===== src/rtl/lcd_scan_pkg.sv =====
package lcd_scan_pkg;

    localparam int unsigned NUM_COMS = 4;
    localparam int unsigned PH_W     = 2;

    typedef enum logic [1:0] {
        DUTY_TWO   = 2'b00,
        DUTY_THREE = 2'b01,
        DUTY_FOUR  = 2'b10,
        DUTY_FOURB = 2'b11
    } duty_e;

    function automatic logic [PH_W-1:0] last_phase(input logic [1:0] duty);
        case (duty_e'(duty))
            DUTY_TWO:   return 2'd1;
            DUTY_THREE: return 2'd2;
            default:    return 2'd3;
        endcase
    endfunction

endpackage


===== src/rtl/lcd_dram.sv =====
module lcd_dram #(
    parameter int unsigned AW     = 8,
    parameter logic [7:0]  BASE   = 8'h64,
    parameter int unsigned NBYTES = 21
) (
    input  logic                  clk,
    input  logic                  rst_n,
    input  logic [AW-1:0]         addr,
    input  logic [7:0]            wdata,
    input  logic                  we,
    output logic [7:0]            rdata,
    output logic [NBYTES*8-1:0]   mem_flat
);

    typedef struct packed {
        logic [NBYTES-1:0][7:0] mem;
    } dram_st_t;

    dram_st_t st_d, st_q;
    logic [AW-1:0] offs;
    logic          hit;

    assign offs = addr - AW'(BASE);
    assign hit  = (offs < AW'(NBYTES));

    always_comb begin
        st_d  = st_q;
        rdata = 8'h00;
        for (int i = 0; i < int'(NBYTES); i++) begin
            if (hit && (offs == AW'(i))) begin
                rdata = st_q.mem[i];
                if (we) begin
                    st_d.mem[i] = wdata;
                end
            end
        end
    end

    always_ff @(posedge clk or negedge rst_n) begin
        if (!rst_n) begin
            st_q <= '0;
        end else begin
            st_q <= st_d;
        end
    end

    assign mem_flat = st_q.mem;

endmodule


===== src/rtl/lcd_phase_gen.sv =====
module lcd_phase_gen
    import lcd_scan_pkg::*;
#(
    parameter int unsigned PRESC_W = 8,
    parameter int unsigned NGRP    = 3
) (
    input  logic               clk,
    input  logic               rst_n,
    input  logic [1:0]         cfg_duty,
    input  logic [NGRP-1:0]    cfg_release,
    input  logic [PRESC_W-1:0] scan_div,
    output logic [PH_W-1:0]    phase,
    output logic [NGRP-1:0]    released
);

    typedef struct packed {
        logic [1:0]         duty;
        logic [NGRP-1:0]    rel;
        logic [PRESC_W-1:0] cnt;
        logic [PH_W-1:0]    ph;
    } seq_st_t;

    seq_st_t st_d, st_q;

    always_comb begin
        st_d      = st_q;
        st_d.duty = cfg_duty;
        st_d.rel  = cfg_release;
        if (cfg_duty != st_q.duty) begin
            st_d.cnt = '0;
            st_d.ph  = '0;
        end else if (st_q.cnt >= scan_div) begin
            st_d.cnt = '0;
            st_d.ph  = (st_q.ph >= last_phase(st_q.duty)) ? '0 : st_q.ph + 1'b1;
        end else begin
            st_d.cnt = st_q.cnt + 1'b1;
        end
    end

    always_ff @(posedge clk or negedge rst_n) begin
        if (!rst_n) begin
            st_q.duty <= DUTY_FOUR;
            st_q.rel  <= '0;
            st_q.cnt  <= '0;
            st_q.ph   <= '0;
        end else begin
            st_q <= st_d;
        end
    end

    assign phase    = st_q.ph;
    assign released = st_q.rel;

endmodule


===== src/rtl/lcd_seg_map.sv =====
module lcd_seg_map
    import lcd_scan_pkg::*;
#(
    parameter int unsigned NSEG   = 42,
    parameter int unsigned NBYTES = 21,
    parameter int unsigned NGRP   = 3,
    parameter int unsigned G0_LO  = 20,
    parameter int unsigned G1_LO  = 28,
    parameter int unsigned G2_LO  = 36
) (
    input  logic [NBYTES*8-1:0] mem_flat,
    input  logic [PH_W-1:0]     phase,
    input  logic [NGRP-1:0]     released,
    output logic [NSEG-1:0]     seg_out
);

    function automatic int grp_of(input int s);
        if (s >= int'(G2_LO)) return 2;
        if (s >= int'(G1_LO)) return 1;
        if (s >= int'(G0_LO)) return 0;
        return -1;
    endfunction

    for (genvar s = 0; s < int'(NSEG); s++) begin : g_seg
        localparam int LSB = (s / 2) * 8 + (s % 2) * 4;
        localparam int GRP = grp_of(s);
        logic [NUM_COMS-1:0] nib;
        assign nib = mem_flat[LSB +: NUM_COMS];
        if (GRP < 0) begin : g_fixed
            assign seg_out[s] = nib[phase];
        end else begin : g_shared
            assign seg_out[s] = nib[phase] & ~released[GRP];
        end
    end

endmodule


===== src/rtl/lcd_seg_scan.sv =====
module lcd_seg_scan
    import lcd_scan_pkg::*;
#(
    parameter int unsigned AW      = 8,
    parameter logic [7:0]  BASE    = 8'h64,
    parameter int unsigned NSEG    = 42,
    parameter int unsigned PRESC_W = 8,
    parameter int unsigned G0_LO   = 20,
    parameter int unsigned G1_LO   = 28,
    parameter int unsigned G2_LO   = 36
) (
    input  logic                clk,
    input  logic                rst_n,
    input  logic [AW-1:0]       bus_addr,
    input  logic [7:0]          bus_wdata,
    input  logic                bus_we,
    output logic [7:0]          bus_rdata,
    input  logic [1:0]          cfg_duty,
    input  logic [2:0]          cfg_release,
    input  logic [PRESC_W-1:0]  scan_div,
    output logic [NUM_COMS-1:0] com_out,
    output logic [NSEG-1:0]     seg_out,
    output logic [2:0]          grp_lcd_en
);

    localparam int unsigned NBYTES = NSEG / 2;
    localparam int unsigned NGRP   = 3;

    logic [NBYTES*8-1:0] mem_flat;
    logic [PH_W-1:0]     phase;
    logic [NGRP-1:0]     released;

    lcd_dram #(.AW(AW), .BASE(BASE), .NBYTES(NBYTES)) u_dram (
        .clk      (clk),
        .rst_n    (rst_n),
        .addr     (bus_addr),
        .wdata    (bus_wdata),
        .we       (bus_we),
        .rdata    (bus_rdata),
        .mem_flat (mem_flat)
    );

    lcd_phase_gen #(.PRESC_W(PRESC_W), .NGRP(NGRP)) u_phase (
        .clk         (clk),
        .rst_n       (rst_n),
        .cfg_duty    (cfg_duty),
        .cfg_release (cfg_release),
        .scan_div    (scan_div),
        .phase       (phase),
        .released    (released)
    );

    lcd_seg_map #(
        .NSEG(NSEG), .NBYTES(NBYTES), .NGRP(NGRP),
        .G0_LO(G0_LO), .G1_LO(G1_LO), .G2_LO(G2_LO)
    ) u_map (
        .mem_flat (mem_flat),
        .phase    (phase),
        .released (released),
        .seg_out  (seg_out)
    );

    assign com_out    = NUM_COMS'(1) << phase;
    assign grp_lcd_en = ~released;

endmodule


===== config.mk =====
export PLATFORM = sky130hd
export DESIGN_NAME = lcd_seg_scan
export DESIGN_NICKNAME = d
export VERILOG_FILES = /design/src/rtl/lcd_scan_pkg.sv /design/src/rtl/lcd_dram.sv /design/src/rtl/lcd_phase_gen.sv /design/src/rtl/lcd_seg_map.sv /design/src/rtl/lcd_seg_scan.sv
export SDC_FILE = /design/constraint.sdc
export NUM_CORES = 1
export LEC_CHECK = 0
export BUFFER_PORTS_ARGS = -buffer_cell sky130_fd_sc_hd__buf_2
export CORE_MARGIN = 2
export CORE_UTILIZATION = 48
export DETAILED_ROUTE_END_ITERATION = 10
export GPL_TIMING_DRIVEN = 0
export PLACE_DENSITY = 0.66
export SKIP_LAST_GASP = 1
export SLEW_MARGIN = 0
export SYNTH_ARGS = -nofsm -noshare
export SYNTH_HDL_FRONTEND = slang
export SYNTH_SLANG_ARGS = --single-unit

===== constraint.sdc =====
create_clock -name clk -period 4.1 [get_ports clk]
set_input_delay 1.025 -clock clk [delete_from_list [all_inputs] [get_ports clk]]
set_output_delay 1.025 -clock clk [all_outputs]
set_load 0.05 [all_outputs]

==> flow_metrics.env <==
export IMPL_path_buf_inv=4
export IMPL_max_stage_delay_ps=440
export IMPL_path_class="in -> out"
export IMPL_fp_dieH_um=151
export IMPL_syn_to_final_growth_pct=21.2
export IMPL_antenna_found_initial=0
export IMPL_cts_hold_buffers=0
export IMPL_cp_common_cell="o211ai_1"
export IMPL_ys_ff_latch=183
export IMPL_hold_viol=0
export IMPL_nets=1040
export IMPL_crit_required_ps=3070
export IMPL_violations="negative setup slack"
export IMPL_yosys_area_top_type="dfrtp_1"
export IMPL_root_buffer="clkbuf_16"
export IMPL_clk_latency_ps=440
export IMPL_htreeDepth=4
export IMPL_critPathLaunchType="input pin"
export IMPL_synth_edf_count=0
export IMPL_ys_types=70
export IMPL_viasPerCell=6.42
export IMPL_status="complete, but fails checks"
export IMPL_drt_iter0_drc=773
export IMPL_maxSlewHeadroom_pct=36.5
export IMPL_dr_pass1_iters=5
export IMPL_syn_nets=919
export IMPL_clock_path_buffers=2
export IMPL_synthTopCellsByArea="dfrtp_1, mux2_2, mux4_2"
export IMPL_slowest_stage="or4bb_1"
export IMPL_num_fill_cells=1734
export IMPL_final_common_cell="dfrtp_1"
export IMPL_wl_um=33200
export IMPL_power_density_mw_per_mm2=382
export IMPL_critical_path_top_delay_family="simple AND/OR/NAND/NOR gates"
export IMPL_synth_area_per_cell_um2=12.0
export IMPL_synthFlopType="dfrtp_1"
export IMPL_whs_ps=515
export IMPL_fin_ws_ps=-158
export IMPL_utilization_pct=59.7
export IMPL_start_util_pct=49.3
export IMPL_globalplace_congestion=0.987
export IMPL_tightestPinTransition_ps=953
export IMPL_min_period_ps=4260
export IMPL_grt_max_degree=100
export IMPL_rows=53
export IMPL_fmax_ghz=0.235
export IMPL_grt_remaining_overflow=0
export IMPL_grt_pass1_vias=8356
export IMPL_period_share_pct=104
export IMPL_drc=0
export IMPL_synthArstFlopShare_pct=100
export IMPL_synth_top_area_share_pct=43.7
export IMPL_cp_cell_sequence="buf_12 > clkinv_8 > ha_4 > or4bb_1 > o211ai_1 > o21a_2 > and3_4 > buf_6 > a21oi_2 > o211ai_1 > buf_4"
export IMPL_end_kind="output port"
export IMPL_grt_pass1_wl_um=50400
export IMPL_rsz0062_at_grt="true"
export IMPL_synthesis_area_mm2=0.0104
export IMPL_numCtsBuffers=17
export IMPL_die_w_um=151
export IMPL_layout_common_cells="dfrtp_1, mux2_2, buf_2"
export IMPL_drive_gt1_share_pct=47.5
export IMPL_dpl_hpwl_um=23800
export IMPL_clkTransAtPathRegs_ps=70
export IMPL_report_final_slew_viol_count=0
export IMPL_core_mm2=0.0212
export IMPL_top_level_ports=89
export IMPL_ir_drop_mv=0.228
export IMPL_antenna_cells=0
export IMPL_power_leakage_nw=5.82
export IMPL_seq_area_frac_synth_pct=43.9
export IMPL_worstPathArrival_ps=3230
export IMPL_ys_warn_count=0
export IMPL_syn_instance_count=867
export IMPL_wire_per_inst_um=26.0
export IMPL_cts_sinks=183
export IMPL_maxCapViolCount=0
export IMPL_tritoncts="done"
export IMPL_io_buffers=87
export IMPL_grt_util_all_layers_pct=30.2
export IMPL_skew_ps=2.13
export IMPL_hp_class="reg -> reg"
export IMPL_die_area_mm2=0.0229
export IMPL_ant_nets=0
export IMPL_final_setup_viol_count=8
export IMPL_critPathMaxFanout=7
export IMPL_via_count=8177
## metal layers
layer / up-vias / track usage [%] / routed length, µm
met2: 432 / 47.6 / 15500
met4: 0 / 12.0 / 1290
met1: 4184 / 41.8 / 14200
met5: - / 0 / 0
met3: 90 / 5.39 / 2160
li1: 3471 / - / -
## through the flow
step,setup slack (ps),total power (W),setup TNS (ps),cell area (µm²),instances
CTS,-122,0.00483,-496,12500,1273
finish,-158,0.00482,-917,12600,1274
detailed placement,-954,0.00305,-5000,11300,1230
global placement,-1020,0.00303,-186660,11300,1229
floorplan,-4.66,0.00273,-4.66,10500,867
global route,-207,0.00501,-1380,12600,1274
## registers in the layout, indices dropped and copies added (netlist names)
register,cells
u_dram.mem_flat,168
u_phase.phase,2
u_phase.released,3
u_phase.st_q,10
## power breakdown
group | switching [W] | leakage [nW] | total [W] | internal (W)
clock network | 0.000748 | 0.294 | 0.00173 | 0.000986
logic | 0.000615 | 3.04 | 0.00102 | 0.000405
registers | 0.000133 | 2.49 | 0.00207 | 0.00194
total | 0.00150 | 5.82 | 0.00482 | 0.00333
## what timing repair did
item / CTS / global route
cloned: 2 / 0
buffers inserted: 18 / 1
pin swaps: 26 / 10
endpoints found under the setup margin: 18 / 35
resized for setup: 118 / 36
## worst paths after layout
check / to / start / cells after the start / slack [ps]
max: bus_rdata[2] / bus_addr[3] / 11 / -160
min: u_phase.st_q[2]$_DFF_PN0_ / u_phase.st_q[2]$_DFF_PN0_ / 1 / 510
max reg2reg: u_phase.phase[0]$_DFFE_PN0P_ / u_phase.st_q[2]$_DFF_PN0_ / 9 / 1670
min reg2reg: u_phase.st_q[2]$_DFF_PN0_ / u_phase.st_q[2]$_DFF_PN0_ / 1 / 510
max in group asynchronous: u_dram.mem_flat[125]$_DFFE_PN0P_ / rst_n / 2 / 2610
min in group asynchronous: u_phase.st_q[6]$_DFF_PN0_ / rst_n / 1 / 550
## cells by family (layout without fill, tap and decap cells)
group	count (synthesis)	after routing	synth area share (%)
muxes	234	234	30.4
and+or+nand+nor	200	200	10.5
DFF	183	183	43.9
AOI/OAI and AO/OA	145	145	8.89
buffers and inverters	75	207	3.06
adders and majority gates	20	20	2.40
xor gates and xnor gates	10	10	0.840
## synthesized netlist by cell type (all sizes together), types with 7 or more instances
cell / instances
a21oi: 38
and2: 26
buf: 23
clkbuf: 34
dfrtp: 182
ha: 20
inv: 18
mux2: 177
mux2i: 11
mux4: 46
nand2: 35
nand2b: 8
nand3: 23
nor2: 59
nor2b: 10
nor3: 15
o211ai: 7
o21ai: 36
o22ai: 14
xor2: 7
## cell type report
cell class / count / area, µm² / share of cell area (%)
tap: 275 / 344 / 2.72
clock inverter: 11 / 161 / 1.28
inverter: 18 / 87.6 / 0.693
buffer: 50 / 324 / 2.56
clock buffer: 19 / 443 / 3.51
multi-input combinational: 609 / 5930 / 46.9
timing repair buffer: 109 / 764 / 6.05
sequential: 183 / 4580 / 36.3
(Power assumes the default switching activity.)
